File: src/rtl/fm0_manch_enc.sv
module fm0_manch_enc #(
  parameter logic IDLE_LVL = 1'b0
) (
  input  logic clk,
  input  logic rst,
  input  logic bit_vld,
  input  logic mode_sel,
  input  logic din,
  output logic line_out
);

  logic half_q, x_q, m_q, b_q, line_q, lvl_nxt;

  wire start = !half_q && bit_vld;
  wire b_nxt = x_q ^ b_q;

  always_comb begin
    if (half_q)
      lvl_nxt = m_q ? x_q : b_nxt;
    else if (bit_vld)
      lvl_nxt = mode_sel ? ~din : ~b_q;
    else
      lvl_nxt = IDLE_LVL;
  end

  always_ff @(posedge clk) begin
    if (rst) begin
      half_q <= 1'b0;
      x_q    <= 1'b0;
      m_q    <= 1'b0;
      b_q    <= 1'b0;
      line_q <= IDLE_LVL;
    end else begin
      line_q <= lvl_nxt;
      half_q <= start;
      if (start) begin
        x_q <= din;
        m_q <= mode_sel;
      end
      if (half_q && !m_q)
        b_q <= b_nxt;
    end
  end

  assign line_out = line_q;

  p_reset_idle_r1: assert property (@(posedge clk)
    rst |=> (line_out == IDLE_LVL) && !half_q && !b_q);

  p_fm0_boundary_r2: assert property (@(posedge clk) disable iff (rst)
    (!half_q && bit_vld && !mode_sel) |=> (line_out == !$past(b_q)));

  p_fm0_midbit_r3: assert property (@(posedge clk) disable iff (rst)
    (!half_q && bit_vld && !mode_sel) |=> ##1 (line_out == ($past(line_out) ^ !$past(din, 2))));

  p_manch_halves_r4: assert property (@(posedge clk) disable iff (rst)
    (!half_q && bit_vld && mode_sel) |=> (line_out == !$past(din)) ##1 (line_out == $past(din, 2)));

  p_manch_keeps_state_r6: assert property (@(posedge clk) disable iff (rst)
    (half_q && m_q) |=> $stable(b_q));

  p_idle_level_r7: assert property (@(posedge clk) disable iff (rst)
    (!half_q && !bit_vld) |=> (line_out == IDLE_LVL) && $stable(b_q));

  p_second_half_r9: assert property (@(posedge clk) disable iff (rst)
    (!half_q && bit_vld) |=> half_q);

endmodule

File: config.mk
export PLATFORM = sky130hd
export DESIGN_NAME = fm0_manch_enc
export DESIGN_NICKNAME = d
export VERILOG_FILES = /design/src/rtl/fm0_manch_enc.sv
export SDC_FILE = /design/constraint.sdc
export NUM_CORES = 1
export LEC_CHECK = 0
export ABC_AREA = 1
export BUFFER_PORTS_ARGS = -buffer_cell sky130_fd_sc_hd__buf_2
export CAP_MARGIN = 10
export CORE_AREA = 3 3 40 42
export DETAILED_ROUTE_END_ITERATION = 16
export DIE_AREA = 0 0 43 45
export HOLD_SLACK_MARGIN = 0.03
export PLACE_DENSITY = 0.4
export SLEW_MARGIN = 0
export SYNTH_ARGS = -nofsm -noshare
export SYNTH_HDL_FRONTEND = slang
export SYNTH_SLANG_ARGS = --single-unit
File: constraint.sdc
create_clock -name clk -period 1.4 [get_ports clk]
set_clock_uncertainty 0.05 [all_clocks]
set_input_delay 0.42 -clock clk [delete_from_list [all_inputs] [get_ports clk]]
set_output_delay 0.42 -clock clk [all_outputs]
set_load 0.1 [all_outputs]
# After elaboration in Yosys (flattened, before gate mapping)
# Cells that the tools add are included.
[op_classes]
n_bitwise = 3
n_reduce_logical = 4
mux = 4
[ops]
columns = ["operator", "count"]
rows = [
  ["1-bit 2-to-1 mux", 4],
  ["1-bit logical AND", 2],
  ["1-bit zero test", 2],
  ["1-bit NOT", 2],
  ["1-bit bitwise XOR", 1],
]
[totals]
output_inout_bits = 1
ff_bits = 5
word_cells = 16

# Longest topological paths before layout
[logic_depth]
depth_word = 4
ltp_mapped = 6

# Worst setup path after synthesis
# No wires, ideal clock.
[synth_path]
path_type = "register to output"
start = "reg line_q, in the netlist line_out"
end = "out line_out"
required_time_ns = 0.930
n_path_buf = 0
t_arrival_ns = 0.909
stages_incl_launch_ff = 1
setup_slack_ns = 0.021
cell_sequence = "dfxtp_1"
[synth_lines]
columns = ["element", "line", "source"]
rows = [
  ["start, declared", "12", "logic half_q, x_q, m_q, b_q, line_q, lvl_nxt;"],
  ["start signal, assigned", "34", "line_q <= lvl_nxt;"],
  ["end, declared", "9", "output logic line_out"],
]
# No word-level cell between the ends.

# Worst setup path after layout
[layout_path]
start = "reg line_q, in the netlist line_out"
end = "out line_out"
# No word-level cell between the ends.

==> flow_summary.json <==
{
  "synth_fp_nets": 36,
  "port-buffer-count": 5,
  "synthToLayoutAreaGrowth_pct": 38.4,
  "synth_largest_area_cell": "dfxtp_1",
  "synth_top_area_share": 0.452,
  "crit_fanout": 1,
  "hold_buffers": 0,
  "yosysMostFrequentCell": "inv_1",
  "vdd_ir_drop_max_mv": 0.254,
  "stdcell_area_um2": 307,
  "overflow": 0,
  "period_share": 0.886,
  "start_util": 0.172,
  "synth-edff-count": 0,
  "p_per_area_nw_per_um2": 1250,
  "critPathMaxStageDelay_ns": 0.35,
  "critical_path_class": "reg2out",
  "finalHoldViolations": 0,
  "die_h_um": 45,
  "crit_required_ns": 0.93,
  "cts_tree": "built",
  "wl_per_cell_um": 7.56,
  "netlist_area_um2": 221,
  "final_nets": 46,
  "seqCellArea_um2": 100,
  "fin_setup_tns_ns": 0,
  "placement_rows": 13,
  "yosys-top-cells-count": "inv_1 (8), dfxtp_1 (5), nand2_1 (5), nand3_1 (3)",
  "cts_made_buffers": 3,
  "cts_resized": 0,
  "rsz0062_at_grt": "no",
  "drive_above_1_share": 0.275,
  "fin_crit_ns": 1.24,
  "critPathBufInv": 1,
  "status": "finished, final reports clean",
  "finalWeightedCongestion": 0.669,
  "startpoint_type": "flop",
  "whs_ns": 0.336,
  "root_buffer": "clkbuf_4",
  "ant_nets": 0,
  "core-area_um2": 1280,
  "track_usage": 0.0600,
  "yosysSeqAreaShare": 0.452,
  "grt_pass1_vias": 209,
  "slew_headroom": 0.881,
  "dr.pass1.iters": 4,
  "ys_ff_latch": 5,
  "antennaDiodeCount": 0,
  "cts_buffer_depth": 2,
  "antenna_found_initial": 0,
  "crit_family": "flip-flops",
  "synthCells": 31,
  "utilization": 0.239,
  "max-cap-violations": 0,
  "totalWireLength_um": 416,
  "via_per_inst": 3.89,
  "place_area_um2": 280,
  "yosys_warnings": 0,
  "grt_start_max_net_pins": 5,
  "cp.arrival_ns": 0.77,
  "leakagePower_nw": 0.148,
  "synthDistinctLibCells": 11,
  "path_cells": "buf_12",
  "setup_viol": 0,
  "synth_area_leaders": "dfxtp_1 (45%), inv_1 (14%), nand2_1 (8.5%), nand3_1 (6.8%), nor2_2 (5.6%)",
  "grt_pass1_wl_um": 814,
  "die_w_um": 43,
  "clk_latency_ns": 0.24,
  "synth_area_per_cell_um2": 7.14,
  "layout_setup_ws_ns": 0.160,
  "multi_input_comb_area_um2": 91.3,
  "drc": 0,
  "hp-class": "in2reg",
  "clk_pin_slew_worst_paths_ns": 0.04,
  "drt_iter0_markers": 4,
  "end_kind": "output pin",
  "ys_dominant_reg_cell": "dfxtp_1",
  "crit_slowest_cell": "dfxtp_1",
  "vias": 214,
  "die_area_um2": 1940,
  "drv_slew": 0,
  "postCtsSetupBuffers": 0,
  "ios": 6,
  "tightest_slew_ns": 0.177,
  "nFillCells": 145,
  "h-tree-depth": 1,
  "fmax_mhz": 806,
  "dp_worst_setup_slack_ns": 0.300,
  "cts.sinks": 5,
  "async_flop_share": 0
}
==> path summary, 6_finish.rpt <==
kind,startpoint,to,slack (ns),cells after the start
max,line_out,line_out,0.16,1
max reg2reg,half_q,x_q,0.48,4
min,rst,b_q,0.34,2
min reg2reg,x_q,x_q,0.44,2
==> routing by layer <==
layer / wire length, µm / track usage / vias to the layer above / part of all wire
met1: 204 / 0.0700 / 93 / 0.49
met2: 195 / 0.0749 / 5 / 0.47
met4: 0 / 0.0904 / 0 / 0
met5: 0 / 0 / - / 0
met3: 16 / 0.0120 / 0 / 0.038
li1: - / - / 116 / -
==> through the flow <==
step                std cells  total power, W
floorplan                  31        0.000197
global placement           51        0.000220
detailed placement         51        0.000219
CTS                        55        0.000395
global route               55        0.000405
finish                     55        0.000383
==> cell families (layout without fill, tap and decap cells) <==
family / count (synthesis) / after routing / synth area share
AO/OA/AOI/OAI: 5 / 5 / 0.124
AND/OR/NAND/NOR: 13 / 13 / 0.288
flip-flops: 5 / 5 / 0.452
buffers and inverters: 8 / 17 / 0.136
==> cell type report <==
class | count | area share
clock buffer | 4 | 0.0857
inverter | 8 | 0.0980
multi-input combinational | 18 | 0.298
sequential | 5 | 0.327
tap | 15 | 0.0612
timing repair buffer | 5 | 0.131
==> power breakdown <==
group / leakage, nW / internal [W] / switching (W)
Clock: 0.0150 / 0.000108 / 0.0000588
Combinational: 0.0913 / 0.0000215 / 0.0000342
Sequential: 0.0412 / 0.000152 / 0.00000821
==> state kept, by name, indices dropped and copies added (netlist names) <==
register / cells
b_q: 1
m_q: 1
half_q: 1
line_out: 1
x_q: 1
==> placed cells by master (no fill, tap or decap) <==
cell type / n
inv_1: 8
nand2_1: 5
dfxtp_1: 5
buf_2: 4
nand3_1: 3
clkbuf_4: 3
nor2_2: 2
nor2_1: 2
a21oi_1: 2
a211oi_1: 1
nand3_2: 1
o21ai_0: 1
o21ai_1: 1
clkbuf_1: 1
buf_12: 1
(Power assumes the default switching activity.)
